==> src/rtl/ustb_pkg.sv <==
package ustb_pkg;
  localparam int FIELD_W = 8;
  localparam int CFG_W   = 2 * FIELD_W;

  localparam int OFS_COUNT  = 'h10;
  localparam int OFS_RATIO  = 'h14;
  localparam int OFS_FREEZE = 'h4C;

  typedef struct packed {
    logic [FIELD_W-1:0] num_m1;
    logic [FIELD_W-1:0] den_m1;
  } ratio_cfg_t;
endpackage

==> src/rtl/ustb_ratio_accum.sv <==
module ustb_ratio_accum
  import ustb_pkg::*;
(
  input  logic       clk_i,
  input  logic       rst_i,
  input  ratio_cfg_t cfg_i,
  input  logic       hold_i,
  input  logic       clr_i,
  output logic       step_o,
  output logic       tick_o
);
  localparam int ACC_W = FIELD_W + 1;

  logic [ACC_W-1:0] acc_q, acc_d, num, den, sum;
  logic             over;

  assign num  = ACC_W'(cfg_i.num_m1) + ACC_W'(1);
  assign den  = ACC_W'(cfg_i.den_m1) + ACC_W'(1);
  assign sum  = acc_q + num;
  assign over = num > den;

  always_comb begin
    step_o = 1'b0;
    acc_d  = acc_q;
    if (clr_i) begin
      acc_d = '0;
    end else if (!hold_i) begin
      if (over) begin
        step_o = 1'b1;
        acc_d  = '0;
      end else if (sum >= den) begin
        step_o = 1'b1;
        acc_d  = sum - den;
      end else begin
        acc_d = sum;
      end
    end
  end

  always_ff @(posedge clk_i) begin
    if (rst_i) begin
      acc_q  <= '0;
      tick_o <= 1'b0;
    end else begin
      acc_q  <= acc_d;
      tick_o <= step_o;
    end
  end

  AST_ACC_BELOW_DEN: assert property (@(posedge clk_i) disable iff (rst_i)
    acc_q < den);
  AST_NO_TICK_FROZEN: assert property (@(posedge clk_i) disable iff (rst_i)
    (hold_i && !clr_i) |=> (!tick_o && acc_q == $past(acc_q)));
  AST_CLEAR_ON_CFG: assert property (@(posedge clk_i) disable iff (rst_i)
    clr_i |=> (acc_q == '0 && !tick_o));
endmodule

==> src/rtl/ustb_counter.sv <==
module ustb_counter #(
  parameter int CNT_W = 32
) (
  input  logic             clk_i,
  input  logic             rst_i,
  input  logic             inc_i,
  input  logic             load_i,
  input  logic [CNT_W-1:0] load_val_i,
  output logic [CNT_W-1:0] cnt_o
);
  always_ff @(posedge clk_i) begin
    if (rst_i)       cnt_o <= '0;
    else if (load_i) cnt_o <= load_val_i;
    else if (inc_i)  cnt_o <= cnt_o + CNT_W'(1);
  end

  AST_CNT_INC: assert property (@(posedge clk_i) disable iff (rst_i)
    (inc_i && !load_i) |=> cnt_o == $past(cnt_o) + CNT_W'(1));
  AST_CNT_LOAD: assert property (@(posedge clk_i) disable iff (rst_i)
    load_i |=> cnt_o == $past(load_val_i));
  AST_CNT_HOLD: assert property (@(posedge clk_i) disable iff (rst_i)
    (!inc_i && !load_i) |=> $stable(cnt_o));
endmodule

==> src/rtl/ustb_regs.sv <==
module ustb_regs
  import ustb_pkg::*;
#(
  parameter int               ADDR_W    = 8,
  parameter int               DATA_W    = 32,
  parameter int               CNT_W     = 32,
  parameter logic [CFG_W-1:0] RESET_CFG = 16'h000B
) (
  input  logic              clk_i,
  input  logic              rst_i,
  input  logic              rd_en_i,
  input  logic              wr_en_i,
  input  logic [ADDR_W-1:0] addr_i,
  input  logic [DATA_W-1:0] wr_data_i,
  input  logic [CNT_W-1:0]  cnt_i,
  output logic [DATA_W-1:0] rd_data_o,
  output ratio_cfg_t        cfg_o,
  output logic              freeze_o,
  output logic              cfg_wr_o,
  output logic              cnt_load_o,
  output logic [CNT_W-1:0]  cnt_val_o
);
  logic              hit_cnt, hit_cfg, hit_frz;
  logic [DATA_W-1:0] rd_mux;

  assign hit_cnt    = addr_i == ADDR_W'(OFS_COUNT);
  assign hit_cfg    = addr_i == ADDR_W'(OFS_RATIO);
  assign hit_frz    = addr_i == ADDR_W'(OFS_FREEZE);
  assign cfg_wr_o   = wr_en_i && hit_cfg;
  assign cnt_load_o = wr_en_i && hit_cnt;
  assign cnt_val_o  = wr_data_i[CNT_W-1:0];

  always_comb begin
    rd_mux = '0;
    if (hit_cnt)      rd_mux = DATA_W'(cnt_i);
    else if (hit_cfg) rd_mux = DATA_W'(cfg_o);
    else if (hit_frz) rd_mux = DATA_W'(freeze_o);
  end

  always_ff @(posedge clk_i) begin
    if (rst_i) begin
      cfg_o     <= ratio_cfg_t'(RESET_CFG);
      freeze_o  <= 1'b0;
      rd_data_o <= '0;
    end else begin
      if (rd_en_i)                cfg_o <= cfg_o;
      if (rd_en_i)                rd_data_o <= rd_mux;
      if (cfg_wr_o)               cfg_o <= ratio_cfg_t'(wr_data_i[CFG_W-1:0]);
      if (wr_en_i && hit_frz)     freeze_o <= wr_data_i[0];
    end
  end

  AST_CFG_WRITE: assert property (@(posedge clk_i) disable iff (rst_i)
    cfg_wr_o |=> cfg_o == ratio_cfg_t'($past(wr_data_i[CFG_W-1:0])));
  AST_RD_HOLD: assert property (@(posedge clk_i) disable iff (rst_i)
    !rd_en_i |=> $stable(rd_data_o));
endmodule

==> src/rtl/ustb_timebase.sv <==
module ustb_timebase
  import ustb_pkg::*;
#(
  parameter int               ADDR_W    = 8,
  parameter int               DATA_W    = 32,
  parameter int               CNT_W     = 32,
  parameter logic [CFG_W-1:0] RESET_CFG = 16'h000B
) (
  input  logic              clk_i,
  input  logic              rst_i,
  input  logic              rd_en_i,
  input  logic              wr_en_i,
  input  logic [ADDR_W-1:0] addr_i,
  input  logic [DATA_W-1:0] wr_data_i,
  output logic [DATA_W-1:0] rd_data_o,
  output logic              tick_o
);
  ratio_cfg_t       cfg;
  logic             freeze, cfg_wr, cnt_load, step;
  logic [CNT_W-1:0] cnt, cnt_val;

  ustb_regs #(
    .ADDR_W(ADDR_W), .DATA_W(DATA_W), .CNT_W(CNT_W), .RESET_CFG(RESET_CFG)
  ) u_regs (
    .clk_i(clk_i), .rst_i(rst_i), .rd_en_i(rd_en_i), .wr_en_i(wr_en_i),
    .addr_i(addr_i), .wr_data_i(wr_data_i), .cnt_i(cnt),
    .rd_data_o(rd_data_o), .cfg_o(cfg), .freeze_o(freeze),
    .cfg_wr_o(cfg_wr), .cnt_load_o(cnt_load), .cnt_val_o(cnt_val)
  );

  ustb_ratio_accum u_accum (
    .clk_i(clk_i), .rst_i(rst_i), .cfg_i(cfg), .hold_i(freeze),
    .clr_i(cfg_wr), .step_o(step), .tick_o(tick_o)
  );

  ustb_counter #(.CNT_W(CNT_W)) u_cnt (
    .clk_i(clk_i), .rst_i(rst_i), .inc_i(step), .load_i(cnt_load),
    .load_val_i(cnt_val), .cnt_o(cnt)
  );

  AST_TICK_ADVANCES: assert property (@(posedge clk_i) disable iff (rst_i)
    (step && !cnt_load) |=> (tick_o && cnt == $past(cnt) + CNT_W'(1)));
  AST_WRAP_ZERO: assert property (@(posedge clk_i) disable iff (rst_i)
    (step && !cnt_load && cnt == '1) |=> cnt == '0);
endmodule

==> config.mk <==
export PLATFORM = sky130hd
export DESIGN_NAME = ustb_timebase
export DESIGN_NICKNAME = d
export VERILOG_FILES = /design/src/rtl/ustb_pkg.sv /design/src/rtl/ustb_ratio_accum.sv /design/src/rtl/ustb_counter.sv /design/src/rtl/ustb_regs.sv /design/src/rtl/ustb_timebase.sv
export SDC_FILE = /design/constraint.sdc
export NUM_CORES = 1
export LEC_CHECK = 0
export BUFFER_PORTS_ARGS = -buffer_cell sky130_fd_sc_hd__buf_4
export CAP_MARGIN = 30
export CORE_MARGIN = 2
export CORE_UTILIZATION = 32
export CTS_CLUSTER_DIAMETER = 80
export CTS_CLUSTER_SIZE = 28
export DETAILED_ROUTE_END_ITERATION = 12
export PLACE_DENSITY = 0.56
export SETUP_SLACK_MARGIN = 0.02
export SYNTH_ARGS = -nofsm -noshare
export SYNTH_HDL_FRONTEND = slang
export SYNTH_SLANG_ARGS = --single-unit
==> constraint.sdc <==
create_clock -name clk_i -period 5.5 [get_ports clk_i]
set_clock_uncertainty 0.1 [all_clocks]
set_input_delay 0.825 -clock clk_i [delete_from_list [all_inputs] [get_ports clk_i]]
set_output_delay 0.825 -clock clk_i [all_outputs]
set_load 0.02 [all_outputs]
==> flow_summary.toml, run 1 <==
[clocking]
clk_latency_ns = 0.35
cts_resized = 0
clock_sinks = 91
root_buffer = "clkbuf_16"
cts_inserted_buffers = 9
clkSlewWorstSetupHoldPaths_ns = 0.07
cts_tree = "done"
clockBufferDepth = 2
cts_hold_buffers = 0
cts_setup_buffers = 0
htree_levels = 3

[routing]
routed_wl_mm = 14.8
initialDrtViolationCount = 344
routedWlPerCell_um = 15.6
via_count = 4809
drc = 0
via_per_inst = 5.07
ant_nets = 0
firstDrtPassIters = 4

[global_routing]
grtUsageTotal = 0.166
grt_max_degree = 61
first_global_vias = 4571
antenna_found_initial = 0
grt_pass1_wl_mm = 24.1
grt-ovfl-total = 0

[final_layout]
area_growth_pct = 18.9
finalNetCount = 795
drive_above_1_share = 0.203
antenna_cells = 0

[logic_synthesis]
ys.flop_type = "dfxtp_1"
synth_most_common_cell = "dfxtp_1"
synth_area_leaders = "dfxtp_1 33%, ha_1 6.7%, a21oi_1 5.8%"
synth_edf_count = 0
ys_ff_latch = 91
synth-adder-area-share = 0.0747
synthMuxAreaShare = 0.0474
synth_xor_xnor_area_share = 0.0803
yosysSeqAreaShare = 0.327
synth-compound-area-share = 0.171
yosysUniqueCellTypes = 62
synth-simple-area-share = 0.262
ys_warn_count = 0
synthArstFlopShare = 0
yosys-top-cells-count = "91 x dfxtp_1, 77 x nor2_1, 65 x a21oi_1, 65 x nand2_1, 35 x nor2b_1"
syn-mean-instance-area_um2 = 8.42
synth_top_area_frac = 0.327
syn_nets = 737
synth_top_family_by_area = "simple AND/OR/NAND/NOR gates"
synth_area_leader_cell = "dfxtp_1"
syn-instance-count = 661
synth_area_mm2 = 0.00556

[critical_path]
crit_path_end_kind = "register"
worst_ep_arrival_time_ns = 4.70
cp_cell_sequence = "ha_1 -> nand3_1 -> xnor2_1 -> ha_1 -> and3_1 -> a2111o_1 -> a21o_1 -> a21oi_1 -> xnor2_1 -> ha_1 -> a21o_1 -> a31oi_1 -> o211ai_1 -> buf_4 -> nand3_1 -> or4_1 -> a311oi_2"
crit_path_max_fanout = 32
timing.critical_path.mode_cell = "ha_1"
cp.required_ns = 5.67
start_kind = "register"
max_stage_delay_ns = 0.46
critPathLaunch = "u_regs.cfg_o[8]"
cpMaxStageDelayCell = "dfxtp_1"
timing.rr.start = "u_regs.cfg_o[8]"
path_class = "register to register"

[pwr]
powerDensity_mw_per_mm2 = 316
p_leak_nw = 2.74
ir_worst_vdd_mv = 0.166

[floorplanning]
start_util = 0.324
io_pins = 77
die_y_um = 136
die_w_um = 136
core-area_mm2 = 0.0172
num_rows = 48
dieArea_mm2 = 0.0185

[timing]
drv_slew = 0
min_period_ns = 4.53
whs_ns = 0.375
rsz0062_at_grt = "false"
relSlewSlack = 0.360
hold_viol_final = 0
fmax_mhz = 221
period_share = 0.824
worst_pin_slew_ns = 0.960
setup_tns_ns = 0
setup_viol = 0

[status]
status = "finished, final reports clean"

[placement]
portBuffers = 76
dp_hpwl_mm = 10.9
routabilityCongestion = 0.867

[min_path]
min-delay-start = "u_accum.acc_q[0]"
min_path_type = "register to register"

[run]
max_cap_viol_count = 0
==> metal layers <==
| metal | wire [um] | global-route usage | part of all wire |
|---|---|---|---|
| met1 | 7410 | 0.241 | 0.50 |
| met2 | 6470 | 0.248 | 0.44 |
| met3 | 724 | 0.0384 | 0.049 |
| met4 | 181 | 0.0370 | 0.012 |
| met5 | 0 | 0 | 0 |
==> area by class of cell <==
cell class	instances	area, um^2
Multi-Input combinational cell	525	3530
Clock inverter	6	95.1
Tap cell	225	282
Clock buffer	10	229
Timing Repair Buffer	82	616
Sequential cell	91	1820
Fill cell	1838	10600
Inverter	10	37.5
==> flip-flops by register name, summed over array words and instances, names as in the netlist <==
name	cells
u_accum.tick_o	1
u_accum.acc_q	9
u_cnt.cnt_o	32
u_regs.cfg_o	16
u_regs.rd_data_o	32
u_regs.freeze_o	1
==> metrics by stage <==
stage	utilization	instances	total power [W]	cell area [um^2]	setup WS, ns
CTS	0.385	949	0.00211	6620	0.997
floorplan	-	661	0.00126	5560	1.46
finish	0.385	949	0.00209	6620	0.970
global route	0.385	949	0.00222	6620	0.635
detailed placement	0.366	933	0.00141	6290	1.02
global placement	0.366	933	0.00141	6290	1.11
==> layout by cell type (no fill, tap or decap), drive strengths merged, types with 3 or more instances in the layout <==
master,instances
a211oi,26
a21o,7
a21oi,65
a22oi,4
a311oi,3
and2,7
and3,12
and4,6
buf,82
clkbuf,10
dfxtp,91
ha,30
inv,13
mux2,19
mux2i,5
nand2,65
nand3,25
nand3b,4
nand4,18
nand4b,3
nor2,79
nor2b,35
nor3,5
nor3b,3
nor4,3
nor4b,6
o211ai,3
o21ai,16
or2,3
xnor2,19
xor2,32
==> worst max-delay path, delay by kind of cell, from the launching register on <==
kind                       cells  cell delay (ns)
AOI/OAI and AO/OA              7             1.31
adders and majority gates      3             0.94
xor gates and xnor gates       2             0.39
DFF                            1             0.46
and+or+nand+nor                4             0.89
buffers and inverters          1             0.35
==> report_power, final <==
group | leakage, nW | total (W) | switching [W] | internal, W
Clock | 0.158 | 0.000691 | 0.000286 | 0.000405
Sequential | 0.737 | 0.000747 | 0.0000403 | 0.000707
Combinational | 1.84 | 0.000653 | 0.000360 | 0.000293
Total | 2.74 | 0.00209 | 0.000686 | 0.00140
==> final timing paths <==
| kind | end | cells past startpoint | slack [ns] |
|---|---|---|---|
| hold reg to reg | u_accum.acc_q[0] | 2 | 0.38 |
| setup reg to reg | u_cnt.cnt_o[19] | 17 | 0.97 |
| setup / recovery | u_cnt.cnt_o[19] | 17 | 0.97 |
| hold / removal | u_accum.acc_q[0] | 2 | 0.38 |
==> cell families after synthesis <==
kind of cell,count (synthesis)
AND/OR/NAND/NOR,280
AO/OA/AOI/OAI,138
flip-flops,91
XOR/XNOR,51
buffers and inverters,45
adder cells (fa/ha/maj),32
multiplexers,24
Power figures use the tool's default switching activity.
==> inputs of run 2 (changes only) <==
- ABC_AREA: unset -> 1
- PLACE_DENSITY: 0.56 -> 0.57
- clock period: 5.5 -> 3.7 ns (I/O delays scaled with it)
==> run 2 against run 1 <==
Effect of this change: critical path type unchanged; largest cell class unchanged; highest routed layer unchanged; non-clock buffer count up 28; final area up 24%; total power up 100%; synthesized area up 19%.
==> flow_summary.toml, run 2 <==
[logic_synthesis]
synth-simple-area-share = 0.355
synth_edf_count = 0
syn-mean-instance-area_um2 = 6.94
ys.flop_type = "dfxtp_1"
ys_ff_latch = 91
synth_area_leaders = "dfxtp_1 27%, nand2_1 15%, ha_1 5.6%"
syn_nets = 1034
synth_xor_xnor_area_share = 0.0422
ys_warn_count = 0
synthMuxAreaShare = 0
synth_top_family_by_area = "simple AND/OR/NAND/NOR gates"
yosysSeqAreaShare = 0.274
syn-instance-count = 958
synth-adder-area-share = 0.0625
synth_most_common_cell = "nand2_1"
synth_top_area_frac = 0.274
yosys-top-cells-count = "269 x nand2_1, 92 x inv_1, 91 x dfxtp_1"
synth_area_mm2 = 0.00665
yosysUniqueCellTypes = 44
synthArstFlopShare = 0
synth-compound-area-share = 0.169
synth_area_leader_cell = "dfxtp_1"

[floorplanning]
dieArea_mm2 = 0.0219
io_pins = 77
core-area_mm2 = 0.0203
start_util = 0.327
die_w_um = 148
num_rows = 52
die_y_um = 148

[final_layout]
final_core_util = 0.404
fill_cells = 2170
instances_no_fill = 1315
drive_above_1_share = 0.260
layout_common_cells = "255 x nand2_1, 104 x buf_4, 88 x dfxtp_1, 85 x inv_1, 73 x nand3_1"
final_common_cell = "nand2_1"
finalNetCount = 1116
area_growth_pct = 23.4
largestRegisters = "u_cnt.cnt_o: 32 flops, u_regs.rd_data_o: 32 flops, u_regs.cfg_o: 16 flops"
antenna_cells = 0

[critical_path]
crit_path_max_fanout = 8
crit_family = "simple AND/OR/NAND/NOR gates"
worst_ep_arrival_time_ns = 3.71
cp.required_ns = 3.87
crit_path_end_kind = "register"
cp_num_buf_inv = 4
timing.critical_path.mode_cell = "nand2_1"
cpMaxStageDelayCell = "ha_1"
max_stage_delay_ns = 0.37
start_kind = "register"
path_class = "register to register"
cp_cell_sequence = "ha_4 -> buf_4 -> xor2_2 -> ha_1 -> nand3_1 -> nand2_1 -> nand3_1 -> nand2_1 -> nand2_1 -> nand2_1 -> inv_1 -> ha_1 -> nand2_1 -> nor2_1 -> a21oi_4 -> nand2_4 -> nand2_8 -> nand2_8 -> buf_12 -> nand3_1 -> nand2_1 -> inv_1"
ff2ff_setup_slack_ns = 0.16

[placement]
dpl_worst_slack_ns = -0.0785
placed_cells = 1290
portBuffers = 76
routabilityCongestion = 0.916
dp_hpwl_mm = 15.0

[clocking]
cts_tree = "done"
clock_sinks = 91
cts_hold_buffers = 0
clkSlewWorstSetupHoldPaths_ns = 0.08
root_buffer = "clkbuf_16"
htree_levels = 3
clockBufferDepth = 2
cts_inserted_buffers = 9
clk_latency_ns = 0.36

[global_routing]
grtUsageTotal = 0.182
grt_pass1_wl_mm = 31.5
grt_max_degree = 57
grt-ovfl-total = 0
antenna_found_initial = 0
first_global_vias = 5970

[timing]
period_share = 0.957
setup_viol = 0
drv_slew = 0
relSlewSlack = 0.404
worst_pin_slew_ns = 0.892
hold_viol_final = 0
setup_ws_ns = 0.158
fmax_mhz = 282
min_period_ns = 3.54

[pwr]
ir_worst_vdd_mv = 0.245
p_leak_nw = 3.71
powerDensity_mw_per_mm2 = 519
power_w = 0.00425

[routing]
drc = 0
firstDrtPassIters = 7
via_count = 6393
initialDrtViolationCount = 395
ant_nets = 0
routed_wl_mm = 20.3
routedWlPerCell_um = 15.5
via_per_inst = 4.86

[status]
status = "finished, final reports clean"

[run]
max_cap_viol_count = 0

[min_path]
min_path_type = "input pin to register"
==> run 2: layout make-up <==
class	instances	area, um^2	area share
Multi-Input combinational cell	728	4450	0.542
Clock buffer	9	225	0.0275
Sequential cell	91	1830	0.223
Timing Repair Buffer	110	912	0.111
Tap cell	270	338	0.0412
Inverter	100	382	0.0465
Clock inverter	7	70.1	0.00854
==> run 2: power breakdown <==
part	total [W]	internal [W]	switching, W	leakage (nW)
sequential	0.00112	0.00106	0.0000676	0.744
clock	0.000935	0.000474	0.000462	0.135
combinational	0.00220	0.000959	0.00124	2.83
==> run 2: kinds of logic after synthesis <==
logic type / after synthesis
simple gates: 485
compound gates: 179
buf+inv: 139
flops: 91
fa+ha+maj: 32
xor+xnor: 32
==> run 2: timing repair <==
item / 4_1_cts / 5_1_grt
pin swaps: 0 / 29
resized for setup: 9 / 52
gates cloned: 1 / 1
buffers inserted: 0 / 7
setup endpoints to repair: 32 / 42
==> run 2: stage by stage <==
| stage | TNS, ns | area (um^2) | hold WS (ns) |
|---|---|---|---|
| 3_3_place_gp | -1.33 | 7520 | 0.360 |
| 5_1_grt | -1.01 | 8200 | 0.349 |
| 2_1_floorplan | 0 | 6650 | 0.349 |
| 3_5_place_dp | -1.60 | 7520 | 0.363 |
| 4_1_cts | 0 | 7890 | 0.325 |
| 6_report | 0 | 8200 | 0.336 |
==> run 2: per-layer routing <==
metal / share of wire / track usage
met5: 0 / 0
met4: 0.023 / 0.0533
met3: 0.042 / 0.0353
met2: 0.48 / 0.306
met1: 0.46 / 0.237
==> run 2: worst reg2reg max path, cell delays in order (launching register included) <==
cell and delay [ns]:
dfxtp_4 0.36, ha_4 0.17, buf_4 0.14, xor2_2 0.15, ha_1 0.35, nand3_1 0.09, nand2_1 0.18, nand3_1 0.15
nand2_1 0.08, nand2_1 0.04, nand2_1 0.07, inv_1 0.05, ha_1 0.37, nand2_1 0.14, nor2_1 0.24, a21oi_4 0.10
nand2_4 0.10, nand2_8 0.09, nand2_8 0.14, buf_12 0.16, nand3_1 0.07, nand2_1 0.06, inv_1 0.04
==> run 2: worst paths after layout <==
check | start | cells past startpoint | to
max | u_regs.cfg_o[9] | 22 | u_cnt.cnt_o[0]
min | wr_data_i[1] | 3 | u_regs.cfg_o[1]
max reg2reg | u_regs.cfg_o[9] | 22 | u_cnt.cnt_o[0]
min reg2reg | u_regs.rd_data_o[12] | 2 | u_regs.rd_data_o[12]
==> inputs of run 3 (changes only) <==
- CORE_UTILIZATION: 32 -> 30
- PLACE_DENSITY: 0.57 -> 0.54
- SLEW_MARGIN: unset -> 15
==> run 3 against run 2 <==
Effect of this change: global-route usage down 0.92 points; final cell count up 1.4%; routed wire length up 0.55%; clock power up 6.2%; combinational power up 6%; setup slack better by 0.020 ns; non-clock buffer count up 7; critical path depth up 3; sequential share of layout area down 0.20 points; critical path type unchanged.
==> flow_summary.toml, run 3 (same netlist as run 2, synthesis figures left out) <==
[status]
status = "finished, final reports clean"

[placement]
dp_hpwl_mm = 15.4
routabilityCongestion = 0.874
dpl_worst_slack_ns = -0.185
portBuffers = 76
post_dp_cell_area_mm2 = 0.00759
placed_cells = 1307

[clocking]
clkSlewWorstSetupHoldPaths_ns = 0.07
clockBufferDepth = 2
clock_sinks = 91
cts_hold_buffers = 0
cts_tree = "done"
clk_latency_ns = 0.35
cts_inserted_buffers = 9
htree_levels = 3
root_buffer = "clkbuf_16"

[global_routing]
grt-ovfl-total = 0
grt_pass1_wl_mm = 32.3
grtUsageTotal = 0.173
grt_max_degree = 57
first_global_vias = 6084
antenna_found_initial = 0

[timing]
relSlewSlack = 0.503
fmax_mhz = 284
setup_ws_ns = 0.178
worst_pin_slew_ns = 0.745
min_period_ns = 3.52
rsz0062_at_grt = "true"
hold_viol_final = 0
setup_viol = 0
whs_ns = 0.342
drv_slew = 0
period_share = 0.952

[routing]
via_per_inst = 4.78
ant_nets = 0
via_count = 6376
routed_wl_mm = 20.5
initialDrtViolationCount = 415
drc = 0
routedWlPerCell_um = 15.3
firstDrtPassIters = 5

[floorplanning]
core-area_mm2 = 0.0218
start_util = 0.306
num_rows = 54
io_pins = 77
die_y_um = 153
dieArea_mm2 = 0.0234
die_w_um = 153

[critical_path]
max_stage_delay_ns = 0.38
crit_path_max_fanout = 6
crit_path_end_kind = "register"
ff2ff_setup_slack_ns = 0.18
path_class = "register to register"
worst_ep_arrival_time_ns = 3.63
start_kind = "register"
cp.required_ns = 3.81
cpMaxStageDelayCell = "dfxtp_4"

[final_layout]
antenna_cells = 0
regArea_mm2 = 0.00183
final_common_cell = "nand2_1"
drive_above_1_share = 0.264
area_growth_pct = 24.3
instances_no_fill = 1333
finalInstanceArea_mm2 = 0.00826
layout_common_cells = "253 x nand2_1, 109 x buf_4, 89 x dfxtp_1, 84 x inv_1, 73 x nand3_1"
fill_cells = 2338
largestRegisters = "u_cnt.cnt_o: 32 flops, u_regs.rd_data_o: 32 flops, u_regs.cfg_o: 16 flops"
multiInputGateArea_mm2 = 0.00441
finalNetCount = 1124

[pwr]
ir_worst_vdd_mv = 0.350
powerDensity_mw_per_mm2 = 539
power_w = 0.00445
p_leak_nw = 3.72

[min_path]
min_path_type = "input pin to register"

[run]
max_cap_viol_count = 0
run 3: cell types whose count changed in the layout (fill, tap and decap cells not counted), sizes merged:
| cell | delta |
|---|---|
| bufinv | +1 |
| clkbuf | +2 |
| clkinvlp | -3 |
| buf | +7 |
| nand2 | +1 |
run 3: cell type report:
class | count | share of cell area
Multi-Input combinational cell | 729 | 0.534
Clock buffer | 11 | 0.0294
Clock inverter | 5 | 0.00818
Timing Repair Buffer | 117 | 0.119
Inverter | 100 | 0.0462
Tap cell | 280 | 0.0424
Sequential cell | 91 | 0.221
run 3: worst max-delay path, delay by kind of cell (launching register included):
family                     cells  cell delay, ns
AOI/OAI and AO/OA              3            0.32
xor gates and xnor gates       1            0.24
adders and majority gates      2            0.54
buffers and inverters          4            0.33
DFF                            1            0.38
and+or+nand+nor               15            1.45
run 3: power breakdown:
group | switching (W) | total (W) | internal, W
registers | 0.0000659 | 0.00112 | 0.00106
clock network | 0.000439 | 0.000993 | 0.000555
logic | 0.00127 | 0.00233 | 0.00106
run 3: repair_timing:
item                                    4_1_cts  5_1_grt
setup buffers                                 2        5
endpoints found under the setup margin       41       42
gates cloned                                  1        2
pin swaps                                     4       29
gates resized for setup                      15       42
run 3: per-stage QoR:
step | utilization | TNS (ns)
after floorplan | - | 0
after global placement | 0.349 | -3.93
after detailed placement | 0.349 | -5.56
after CTS | 0.369 | 0
after global routing | 0.380 | -1.09
final | 0.380 | 0
run 3: worst paths after layout:
path | start | endpoint | cells after the start
hold / removal | wr_data_i[3] | u_regs.cfg_o[3] | 3
setup reg to reg | u_regs.cfg_o[8] | u_cnt.cnt_o[6] | 25
setup / recovery | u_regs.cfg_o[8] | u_cnt.cnt_o[6] | 25
hold reg to reg | u_accum.acc_q[2] | u_accum.acc_q[2] | 2
run 3: metal layers:
layer	global-route usage	part of all wire	vias to the layer above
met5	0	0	-
met4	0.0489	0.020	0
met3	0.0247	0.029	23
met2	0.299	0.50	100
met1	0.224	0.45	2941
li1	-	-	3312
